## src/rtl/splitter_pkg.sv

```systemverilog
package splitter_pkg;

  typedef enum logic {
    SPL_IDLE = 1'b0,
    SPL_RUN  = 1'b1
  } spl_state_e;

endpackage

```

## src/rtl/chunk_issuer.sv

```systemverilog
module chunk_issuer #(
  parameter int ADDR_W    = 32,
  parameter int LEN_W     = 32,
  parameter int MAX_CHUNK = 268435455,
  parameter int CHUNK_W   = 28
) (
  input  logic               clk,
  input  logic               rst_n,
  input  logic               load_i,
  input  logic [ADDR_W-1:0]  load_src_i,
  input  logic [ADDR_W-1:0]  load_dst_i,
  input  logic [LEN_W-1:0]   load_len_i,
  output logic               cmd_valid_o,
  input  logic               cmd_ready_i,
  output logic [ADDR_W-1:0]  cmd_src_o,
  output logic [ADDR_W-1:0]  cmd_dst_o,
  output logic [CHUNK_W-1:0] cmd_len_o,
  output logic               issue_fire_o
);

  localparam logic [LEN_W-1:0] MAX_L = LEN_W'(MAX_CHUNK);

  logic [ADDR_W-1:0] src_q, src_d;
  logic [ADDR_W-1:0] dst_q, dst_d;
  logic [LEN_W-1:0]  rem_q, rem_d;
  logic [LEN_W-1:0]  chunk_len;
  logic              upd_en;

  // next-state
  always_comb begin
    chunk_len    = (rem_q > MAX_L) ? MAX_L : rem_q;
    cmd_valid_o  = (rem_q != '0);
    issue_fire_o = cmd_valid_o && cmd_ready_i;
    upd_en       = load_i || issue_fire_o;
    src_d        = src_q;
    dst_d        = dst_q;
    rem_d        = rem_q;
    if (load_i) begin
      src_d = load_src_i;
      dst_d = load_dst_i;
      rem_d = load_len_i;
    end else if (issue_fire_o) begin
      src_d = src_q + ADDR_W'(chunk_len);
      dst_d = dst_q + ADDR_W'(chunk_len);
      rem_d = rem_q - chunk_len;
    end
  end

  // registers
  always_ff @(posedge clk or negedge rst_n) begin
    if (!rst_n) begin
      src_q <= '0;
      dst_q <= '0;
      rem_q <= '0;
    end else if (upd_en) begin
      src_q <= src_d;
      dst_q <= dst_d;
      rem_q <= rem_d;
    end
  end

  assign cmd_src_o = src_q;
  assign cmd_dst_o = dst_q;
  assign cmd_len_o = chunk_len[CHUNK_W-1:0];

  assert_len_bound_R10: assert property (@(posedge clk) disable iff (!rst_n)
    cmd_valid_o |-> (cmd_len_o != '0) && (LEN_W'(cmd_len_o) <= MAX_L));

  assert_cmd_hold_R8: assert property (@(posedge clk) disable iff (!rst_n)
    (cmd_valid_o && !cmd_ready_i) |=>
      (cmd_valid_o && $stable(cmd_src_o) && $stable(cmd_dst_o) && $stable(cmd_len_o)));

endmodule

```

## src/rtl/residue_tracker.sv

```systemverilog
module residue_tracker #(
  parameter int LEN_W     = 32,
  parameter int MAX_CHUNK = 268435455
) (
  input  logic             clk,
  input  logic             rst_n,
  input  logic             load_i,
  input  logic [LEN_W-1:0] load_len_i,
  input  logic             issue_fire_i,
  input  logic             chunk_done_i,
  output logic [LEN_W-1:0] residue_o,
  output logic             final_o,
  output logic             parent_done_o
);

  localparam logic [LEN_W-1:0] MAX_L = LEN_W'(MAX_CHUNK);

  logic [LEN_W-1:0] res_q, res_d;
  logic [LEN_W-1:0] outs_q, outs_d;
  logic             done_q, done_d;
  logic             take;
  logic             upd_en;

  // next-state: chunks finish in order, so the finishing length is min(res, MAX)
  always_comb begin
    take    = chunk_done_i && (outs_q != '0);
    final_o = take && (res_q <= MAX_L);
    done_d  = final_o;
    upd_en  = load_i || take || issue_fire_i;
    res_d   = res_q;
    outs_d  = outs_q;
    if (load_i) begin
      res_d  = load_len_i;
      outs_d = '0;
    end else begin
      if (take) res_d = final_o ? '0 : (res_q - MAX_L);
      case ({issue_fire_i, take})
        2'b10:   outs_d = outs_q + 1'b1;
        2'b01:   outs_d = outs_q - 1'b1;
        default: outs_d = outs_q;
      endcase
    end
  end

  // registers
  always_ff @(posedge clk or negedge rst_n) begin
    if (!rst_n) begin
      res_q  <= '0;
      outs_q <= '0;
    end else if (upd_en) begin
      res_q  <= res_d;
      outs_q <= outs_d;
    end
  end

  always_ff @(posedge clk or negedge rst_n) begin
    if (!rst_n) done_q <= 1'b0;
    else        done_q <= done_d;
  end

  assign residue_o     = res_q;
  assign parent_done_o = done_q;

  assert_done_pulse_R5: assert property (@(posedge clk) disable iff (!rst_n)
    parent_done_o |=> !parent_done_o);

  assert_done_zero_R5: assert property (@(posedge clk) disable iff (!rst_n)
    parent_done_o |-> (residue_o == '0));

  assert_residue_falls_R4: assert property (@(posedge clk) disable iff (!rst_n)
    !load_i |=> (residue_o <= $past(residue_o)));

  assert_spurious_ignored_R9: assert property (@(posedge clk) disable iff (!rst_n)
    (chunk_done_i && (outs_q == '0) && !load_i) |=> (residue_o == $past(residue_o)));

endmodule

```

## src/rtl/chunk_splitter.sv

```systemverilog
module chunk_splitter #(
  parameter int ADDR_W    = 32,
  parameter int LEN_W     = 32,
  parameter int MAX_CHUNK = 268435455,
  parameter int CHUNK_W   = $clog2(MAX_CHUNK + 1)
) (
  input  logic               clk,
  input  logic               rst_n,
  input  logic               req_valid,
  output logic               req_ready,
  input  logic [ADDR_W-1:0]  req_src,
  input  logic [ADDR_W-1:0]  req_dst,
  input  logic [LEN_W-1:0]   req_len,
  output logic               cmd_valid,
  input  logic               cmd_ready,
  output logic [ADDR_W-1:0]  cmd_src,
  output logic [ADDR_W-1:0]  cmd_dst,
  output logic [CHUNK_W-1:0] cmd_len,
  input  logic               chunk_done,
  output logic               parent_done,
  output logic [LEN_W-1:0]   residue
);
  import splitter_pkg::*;

  spl_state_e state_q, state_d;
  logic       accept, load, issue_fire, final_evt;

  always_comb begin
    req_ready = (state_q == SPL_IDLE);
    accept    = req_valid && req_ready;
    load      = accept && (req_len != '0);
    state_d   = state_q;
    case (state_q)
      SPL_IDLE: if (load)      state_d = SPL_RUN;
      SPL_RUN:  if (final_evt) state_d = SPL_IDLE;
      default:                 state_d = SPL_IDLE;
    endcase
  end

  always_ff @(posedge clk or negedge rst_n) begin
    if (!rst_n) state_q <= SPL_IDLE;
    else        state_q <= state_d;
  end

  chunk_issuer #(
    .ADDR_W(ADDR_W), .LEN_W(LEN_W), .MAX_CHUNK(MAX_CHUNK), .CHUNK_W(CHUNK_W)
  ) u_issuer (
    .clk(clk), .rst_n(rst_n),
    .load_i(load), .load_src_i(req_src), .load_dst_i(req_dst), .load_len_i(req_len),
    .cmd_valid_o(cmd_valid), .cmd_ready_i(cmd_ready),
    .cmd_src_o(cmd_src), .cmd_dst_o(cmd_dst), .cmd_len_o(cmd_len),
    .issue_fire_o(issue_fire)
  );

  residue_tracker #(
    .LEN_W(LEN_W), .MAX_CHUNK(MAX_CHUNK)
  ) u_tracker (
    .clk(clk), .rst_n(rst_n),
    .load_i(load), .load_len_i(req_len),
    .issue_fire_i(issue_fire), .chunk_done_i(chunk_done),
    .residue_o(residue), .final_o(final_evt), .parent_done_o(parent_done)
  );

  assert_busy_blocks_R7: assert property (@(posedge clk) disable iff (!rst_n)
    (req_valid && req_ready && (req_len != '0)) |=> !req_ready);

  assert_zero_len_R6: assert property (@(posedge clk) disable iff (!rst_n)
    (req_valid && req_ready && (req_len == '0)) |=> (req_ready && !cmd_valid && !parent_done));

endmodule

```

## config.mk

```make
export PLATFORM = sky130hd
export DESIGN_NAME = chunk_splitter
export DESIGN_NICKNAME = d
export VERILOG_FILES = /design/src/rtl/splitter_pkg.sv /design/src/rtl/chunk_issuer.sv /design/src/rtl/residue_tracker.sv /design/src/rtl/chunk_splitter.sv
export SDC_FILE = /design/constraint.sdc
export NUM_CORES = 1
export LEC_CHECK = 0
export BUFFER_PORTS_ARGS = -buffer_cell sky130_fd_sc_hd__buf_2
export CAP_MARGIN = 25
export CORE_ASPECT_RATIO = 1.2
export CORE_UTILIZATION = 35
export CTS_CLUSTER_DIAMETER = 80
export DETAILED_ROUTE_END_ITERATION = 6
export HOLD_SLACK_MARGIN = 0.05
export PLACE_DENSITY = 0.52
export SYNTH_ARGS = -nofsm -noshare
export SYNTH_HDL_FRONTEND = slang
export SYNTH_HIERARCHICAL = 1
export SYNTH_SLANG_ARGS = --single-unit
```

## constraint.sdc

```tcl
create_clock -name clk -period 6.75 [get_ports clk]
set_input_delay 1.35 -clock clk [delete_from_list [all_inputs] [get_ports clk]]
set_output_delay 1.35 -clock clk [all_outputs]
set_load 0.05 [all_outputs]
```

==> impl_metrics.tcl, run 1 <==
set metrics [dict create \
    status "finished, final reports clean" \
    vias_in_the_first_global_route 12700 \
    area_growth_pct 16.7 \
    postSynthCellCount 1678 \
    ctsLongestPathBuffers 2 \
    final-hold-violation-count 0 \
    drt-pass1-iter-count 5 \
    detail-route-antenna-nets 0 \
    combined_flip_flop_and_latch_cell_area_um2 4050 \
    fin_nets 2057 \
    worst-slew-pin-transition_ps 1020 \
    worst_clock_skew_ps 13.4 \
    setup-violations-final 0 \
    clock_sinks 162 \
    ys_types 82 \
    avgRoutedWirePerCell_um 19.3 \
    static-leakage-power_nw 6.81 \
    worstSkewPairLatency_ps 460 \
    power.clock.fraction_pct 11.9 \
    worst-r2r-setup-slack_ps 1780 \
    endpoint_required_time_on_the_critical_path_ps 7090 \
    final-instance-count-excl-fill 2352 \
    floorplan.core_area_um2 37900 \
    power.combinational.fraction_pct 65.8 \
    post-cts-setup-buffers 0 \
    largest_net_degree_at_the_start_of_global_routing 119 \
    hp-class "register to register" \
    cap_viol_max_count 0 \
    ys_ff_latch 162 \
    timing.max_slew.rel_slack_pct 31.2 \
    critPathLaunchType "register" \
    netSwitchingFraction_pct 54.0 \
    endpoint_of_the_most_critical_register_to_register_path "u_tracker/outs_q[28]$_DFFE_PN0P_" \
    io-pin-count 228 \
    finalWirelength_mm 45.5 \
    critPathCapture "u_tracker/outs_q[28]$_DFFE_PN0P_" \
    ys.flop_type "sky130_fd_sc_hd__dfrtp_1" \
    floorplan.die.height_um 217 \
    place_hpwl_mm 33.7 \
    total_power_mw 9.41 \
    cts_made_buffers 17 \
    clock-root-buffer "sky130_fd_sc_hd__clkbuf_16" \
    asyncSetResetFlopFracSynth_pct 100 \
    synth.cell_area_um2 13500 \
    route.detailed.drc 0 \
    crit_path_end_kind "register" \
    fin_setup_tns_ps 0 \
    drt_iter0_drc 873 \
    worstReg2RegStart "u_issuer/rem_q[29]$_DFFE_PN0P_" \
    area_of_the_multi_input_gates_um2 8960 \
    first_pass_grt_wire_length_mm 71.0 \
    post_cts_sizing_count 0 \
    start_util_pct 35.6 \
    seq_power_share_pct 22.3 \
    netlist_top_cells_count "198 x sky130_fd_sc_hd__nand2_1, 182 x sky130_fd_sc_hd__o21ai_0, 162 x sky130_fd_sc_hd__dfrtp_1" \
    vias 13500 \
    dpl.cell_count 2317 \
    placement.io_buffers 227 \
    worstPathArrival_ps 5310 \
    irDropWorstVdd_uv 321 \
    power-per-cell-area_nw_per_um2 598 \
    die-width_um 181 \
    grt_usage_pct 22.9 \
    worst_setup_path_startpoint "u_issuer/rem_q[29]$_DFFE_PN0P_" \
    fmaxAchievable_mhz 201 \
    grt_remaining_overflow 0 \
    synth_seq_area_share_pct 30.1 \
    synth_warnings 6 \
    final_max_slew_viol_count 0 \
    std_cell_rows 78 \
    synth_top_area_cell "sky130_fd_sc_hd__dfrtp_1" \
    cts_clk_pin_slew_worst_paths_ps 80 \
    r2r_cells 19 \
    num-fill-cells 3981 \
    timing.setup.critical_path_class "register to register" \
    synth_largest_type_area_fraction_pct 30.1 \
    post_synth_edffs 0 \
    layout_worst_path_cycle_share_pct 73.6 \
    antenna_violations_before_repair 3 \
    number_of_levels_the_h_tree_was_split_into 4 \
    die-area_um2 39300 \
    period_needed_ps 4970 \
    via_cell_ratio 5.72 \
    final_layout_size_suffix_gt1_share_pct 16.6 \
    clock_tree_from_tritoncts "yes" \
    count_leader_synth "sky130_fd_sc_hd__nand2_1" \
    synth.area.top_cells "sky130_fd_sc_hd__dfrtp_1 30%, sky130_fd_sc_hd__ha_1 8.9%, sky130_fd_sc_hd__o21ai_0 6.8%" \
    worst-path-max-fanout 30 \
    cell_internal_pwr_mw 4.32 \
    rsz_0062_raised_after_global_routing "no" \
    switchingPower_mw 5.08 \
    finalWeightedCongestion 0.886 \
    cts_hold_buffers 0 \
    synth.avg_cell_area_um2 8.03 \
]
## stage by stage
stage               setup slack (ps)  utilization, %  hold WS [ps]  instance area, um2
finish                          1780            41.5           530               15700
global route                    1370            41.5           566               15700
CTS                             1790            41.4           523               15700
detailed placement              1790            39.7           504               15000
global placement                1900            39.7           504               15000
floorplan                       1010               -           473               13500
## power groups by stage
stage | registers, mW | clock network, mW | logic (mW)
3_3_place_gp | 2.11 | 0 | 6.06
6_report | 2.10 | 1.12 | 6.19
2_1_floorplan | 2.76 | 0 | 3.97
5_1_grt | 2.17 | 1.18 | 6.76
4_1_cts | 2.10 | 1.14 | 6.15
3_5_place_dp | 2.11 | 0 | 6.12
## placed cells by master (no fill, tap or decap), types with 14 or more instances in the layout
master and n:
sky130_fd_sc_hd__a22o_1 15, sky130_fd_sc_hd__a31oi_1 14, sky130_fd_sc_hd__a211oi_1 14, sky130_fd_sc_hd__nor4_1 30
sky130_fd_sc_hd__xnor2_1 53, sky130_fd_sc_hd__and3_1 43, sky130_fd_sc_hd__nand4_1 21, sky130_fd_sc_hd__a21o_1 51
sky130_fd_sc_hd__ha_1 96, sky130_fd_sc_hd__o21a_1 32, sky130_fd_sc_hd__buf_2 226, sky130_fd_sc_hd__o21bai_1 15
sky130_fd_sc_hd__nor2b_1 15, sky130_fd_sc_hd__o31ai_1 25, sky130_fd_sc_hd__mux2i_1 19, sky130_fd_sc_hd__buf_4 16
sky130_fd_sc_hd__clkbuf_16 17, sky130_fd_sc_hd__nand2b_1 50, sky130_fd_sc_hd__xor2_1 22, sky130_fd_sc_hd__o21ai_0 182
sky130_fd_sc_hd__a21oi_1 148, sky130_fd_sc_hd__nor3_1 32, sky130_fd_sc_hd__inv_1 43, sky130_fd_sc_hd__nand3_1 44
sky130_fd_sc_hd__nor2_1 95, sky130_fd_sc_hd__dfrtp_1 162, sky130_fd_sc_hd__nand2_1 197
## critical path, stage by stage, from the launching register on
cell and delay, ps:
sky130_fd_sc_hd__dfrtp_1 450, sky130_fd_sc_hd__or4_1 540, sky130_fd_sc_hd__buf_4 240, sky130_fd_sc_hd__nor2_1 230, sky130_fd_sc_hd__nand3_1 180, sky130_fd_sc_hd__nand2_4 150, sky130_fd_sc_hd__clkinv_1 80, sky130_fd_sc_hd__nand2b_1 200
sky130_fd_sc_hd__inv_1 80, sky130_fd_sc_hd__buf_4 350, sky130_fd_sc_hd__ha_1 370, sky130_fd_sc_hd__a211o_1 360, sky130_fd_sc_hd__a21oi_4 180, sky130_fd_sc_hd__nor2_1 60, sky130_fd_sc_hd__o31a_1 320, sky130_fd_sc_hd__o31a_1 360
sky130_fd_sc_hd__a31oi_1 300, sky130_fd_sc_hd__o31ai_1 150, sky130_fd_sc_hd__mux2i_1 160, sky130_fd_sc_hd__nand3_1 90
## worst min path at each step
stage,end,depth (start not counted),from
global placement,u_tracker/outs_q[5]$_DFFE_PN0P_,2,u_tracker/outs_q[5]$_DFFE_PN0P_
floorplan,u_tracker/outs_q[4]$_DFFE_PN0P_,2,u_tracker/outs_q[4]$_DFFE_PN0P_
CTS,u_tracker/outs_q[5]$_DFFE_PN0P_,2,u_tracker/outs_q[5]$_DFFE_PN0P_
finish,u_tracker/outs_q[26]$_DFFE_PN0P_,2,u_tracker/outs_q[26]$_DFFE_PN0P_
detailed placement,u_tracker/outs_q[5]$_DFFE_PN0P_,2,u_tracker/outs_q[5]$_DFFE_PN0P_
global route,u_tracker/outs_q[17]$_DFFE_PN0P_,2,u_tracker/outs_q[17]$_DFFE_PN0P_
## metal layers
metal / part of all wire (%) / GRT usage, % / routed length (um)
met2: 48 / 38.9 / 22100
met4: 2.0 / 7.06 / 918
met1: 45 / 29.9 / 20600
met3: 4.3 / 3.48 / 1940
met5: 0.029 / 0 / 13
## state kept, by name (all words and copies together) (netlist names)
| signal | cells |
|---|---|
| state_q | 1 |
| u_tracker/residue_o | 32 |
| u_issuer/rem_q | 32 |
| u_issuer/cmd_src_o | 32 |
| u_tracker/parent_done_o | 1 |
| u_tracker/outs_q | 32 |
| u_issuer/cmd_dst_o | 32 |
## cells by family after synthesis
group	synth area share, %
xor gates and xnor gates	4.88
muxes	1.91
AOI/OAI and AO/OA	28.0
buffers and inverters	3.77
DFF	30.1
and+or+nand+nor	21.9
other	0.0278
adders and majority gates	9.44
## cell type report
type / instances / area share [%]
clock buffers: 17 / 2.71
diodes: 2 / 0.0318
multi-input cells: 1387 / 57.0
clock inverters: 15 / 1.39
inverters: 45 / 1.07
well taps: 480 / 3.82
repair buffers: 244 / 8.21
flip-flops and latches: 162 / 25.8
Power figures use the tool's default switching activity.
==> inputs of run 2 (changes only) <==
- PLACE_DENSITY: 0.52 -> 0.54
- clock period: 6.75 -> 4.31 ns (I/O delays scaled with it)
==> run 2 against run 1 <==
Clock skew fell by 4.0 ps. Clock power rose by 28%. Setup slack lost 1500 ps.
==> impl_metrics.tcl, run 2 (same netlist as run 1, synthesis figures left out) <==
set metrics [dict create \
    grt_remaining_overflow 0 \
    total_power_mw 14.8 \
    std_cell_rows 78 \
    vias_in_the_first_global_route 13100 \
    drt-pass1-iter-count 5 \
    crit_path_end_kind "register" \
    critPathCapture "u_tracker/outs_q[26]$_DFFE_PN0P_" \
    endpoint_required_time_on_the_critical_path_ps 4660 \
    clock_tree_from_tritoncts "yes" \
    area_growth_pct 19.3 \
    final_layout_size_suffix_gt1_share_pct 19.6 \
    number_of_levels_the_h_tree_was_split_into 4 \
    drt_iter0_drc 984 \
    finalWirelength_mm 46.2 \
    final_max_slew_viol_count 0 \
    vias 13500 \
    worstReg2RegStart "u_issuer/rem_q[14]$_DFFE_PN0P_" \
    floorplan.core_area_um2 37900 \
    cap_viol_max_count 0 \
    largest_net_degree_at_the_start_of_global_routing 149 \
    via_cell_ratio 5.68 \
    grt_usage_pct 23.4 \
    avgRoutedWirePerCell_um 19.4 \
    final-hold-violation-count 0 \
    worst-r2r-setup-slack_ps 250 \
    hp-class "primary input to async pin" \
    start_util_pct 35.6 \
    worst_clock_skew_ps 9.40 \
    first_pass_grt_wire_length_mm 72.6 \
    place_hpwl_mm 34.3 \
    globalRouteMet3Util_pct 2.95 \
    setup-violations-final 0 \
    worst-slew-pin-transition_ps 890 \
    worst_setup_path_startpoint "u_issuer/rem_q[14]$_DFFE_PN0P_" \
    final_cell_mix "226 x sky130_fd_sc_hd__buf_2, 197 x sky130_fd_sc_hd__nand2_1, 178 x sky130_fd_sc_hd__o21ai_0" \
    endpoint_of_the_most_critical_register_to_register_path "u_tracker/outs_q[26]$_DFFE_PN0P_" \
    detail-route-antenna-nets 0 \
    clock-root-buffer "sky130_fd_sc_hd__clkbuf_16" \
    worst-path-max-fanout 30 \
    r2r_cells 20 \
    power-per-cell-area_nw_per_um2 920 \
    globalRoute.busiestLayer "met2" \
    most_common_cell_after_layout_fill_and_taps_aside "sky130_fd_sc_hd__buf_2" \
    finalWeightedCongestion 0.879 \
    fin_ws_ps 246 \
    pre_cts_ws_ps 159 \
    layout_worst_path_cycle_share_pct 94.3 \
    cts_clk_pin_slew_worst_paths_ps 70 \
    die-width_um 181 \
    grt_util_met2_pct 38.8 \
    irDropWorstVdd_uv 472 \
    status "finished, final reports clean" \
    die-area_um2 39300 \
    fmaxAchievable_mhz 246 \
    io-pin-count 228 \
    clock_sinks 162 \
    antenna_violations_before_repair 1 \
    route.detailed.drc 0 \
    period_needed_ps 4060 \
    static-leakage-power_nw 6.95 \
    worstSkewPairLatency_ps 450 \
    timing.max_slew.rel_slack_pct 40.2 \
    ctsLongestPathBuffers 2 \
    worstPathArrival_ps 4420 \
    cts_hold_buffers 0 \
    floorplan.die.height_um 217 \
    timing.setup.critical_path_class "register to register" \
    placement.io_buffers 227 \
    post-cts-setup-buffers 0 \
    fin_nets 2092 \
    grtUsageMet1_pct 32.0 \
    cts_made_buffers 17 \
    critPathLaunchType "register" \
]
-- run 2: cell type report --
class                      instances  area [um2]
antenna                            1        2.50
clock buffer                      19         453
clock inverter                    10        63.8
fill                            3875       21800
inverter                          45         173
multi-input combinational       1387        9120
sequential                       162        4060
tap                              480         601
timing repair buffer             279        1600
-- run 2: power breakdown --
part / leakage [nW] / internal, mW / total [mW] / switching [mW]
sequential: 1.97 / 2.28 / 3.13 / 0.857
combinational: 4.73 / 3.75 / 10.2 / 6.47
clock: 0.249 / 0.752 / 1.43 / 0.677
total: 6.95 / 6.77 / 14.8 / 8.01
-- run 2: repair_timing --
action,CTS,global route
resized for setup,0,9
hold endpoints to repair,0,0
endpoints found under the setup margin,0,5
-- run 2: worst min-delay path by stage --
stage	start	to	slack, ps	cells after the start
2_1_floorplan	u_tracker/outs_q[4]$_DFFE_PN0P_	u_tracker/outs_q[4]$_DFFE_PN0P_	470	2
3_3_place_gp	u_tracker/outs_q[16]$_DFFE_PN0P_	u_tracker/outs_q[16]$_DFFE_PN0P_	500	2
3_5_place_dp	u_tracker/outs_q[16]$_DFFE_PN0P_	u_tracker/outs_q[16]$_DFFE_PN0P_	510	2
4_1_cts	rst_n	u_tracker/outs_q[17]$_DFFE_PN0P_	400	1
5_1_grt	rst_n	u_tracker/outs_q[17]$_DFFE_PN0P_	420	1
6_report	rst_n	u_tracker/outs_q[17]$_DFFE_PN0P_	380	1
-- run 2: critical path, stage by stage (launching register included) --
cell	delay, ps
sky130_fd_sc_hd__dfrtp_1	410
sky130_fd_sc_hd__nor4_1	280
sky130_fd_sc_hd__nand2_1	140
sky130_fd_sc_hd__nor4_4	210
sky130_fd_sc_hd__buf_4	170
sky130_fd_sc_hd__nand3_4	80
sky130_fd_sc_hd__nand2_4	80
sky130_fd_sc_hd__inv_2	40
sky130_fd_sc_hd__nand2b_4	160
sky130_fd_sc_hd__clkinvlp_4	80
sky130_fd_sc_hd__buf_12	190
sky130_fd_sc_hd__ha_1	310
sky130_fd_sc_hd__o21a_1	240
sky130_fd_sc_hd__a21oi_4	200
sky130_fd_sc_hd__nor2_1	60
sky130_fd_sc_hd__o31a_1	310
sky130_fd_sc_hd__o31a_1	330
sky130_fd_sc_hd__a21oi_4	220
sky130_fd_sc_hd__o21ai_1	110
sky130_fd_sc_hd__xnor2_1	130
sky130_fd_sc_hd__o31ai_1	200
-- run 2: metal layers --
layer	vias to the layer above	routed length, um
li1	6611	-
met1	6464	21500
met2	406	21900
met3	44	2030
met4	0	736
met5	-	0
-- run 2: stage by stage --
step           area, um2  utilization (%)  hold slack [ps]  TNS, ps  cells
5_1_grt            16100             42.4              415    -21.0   2383
6_report           16100             42.4              383        0   2383
2_1_floorplan      13700                -              473    -2680   1683
4_1_cts            16000             42.3              398        0   2382
3_3_place_gp       15500             40.9              500        0   2353
3_5_place_dp       15500             40.9              513        0   2353
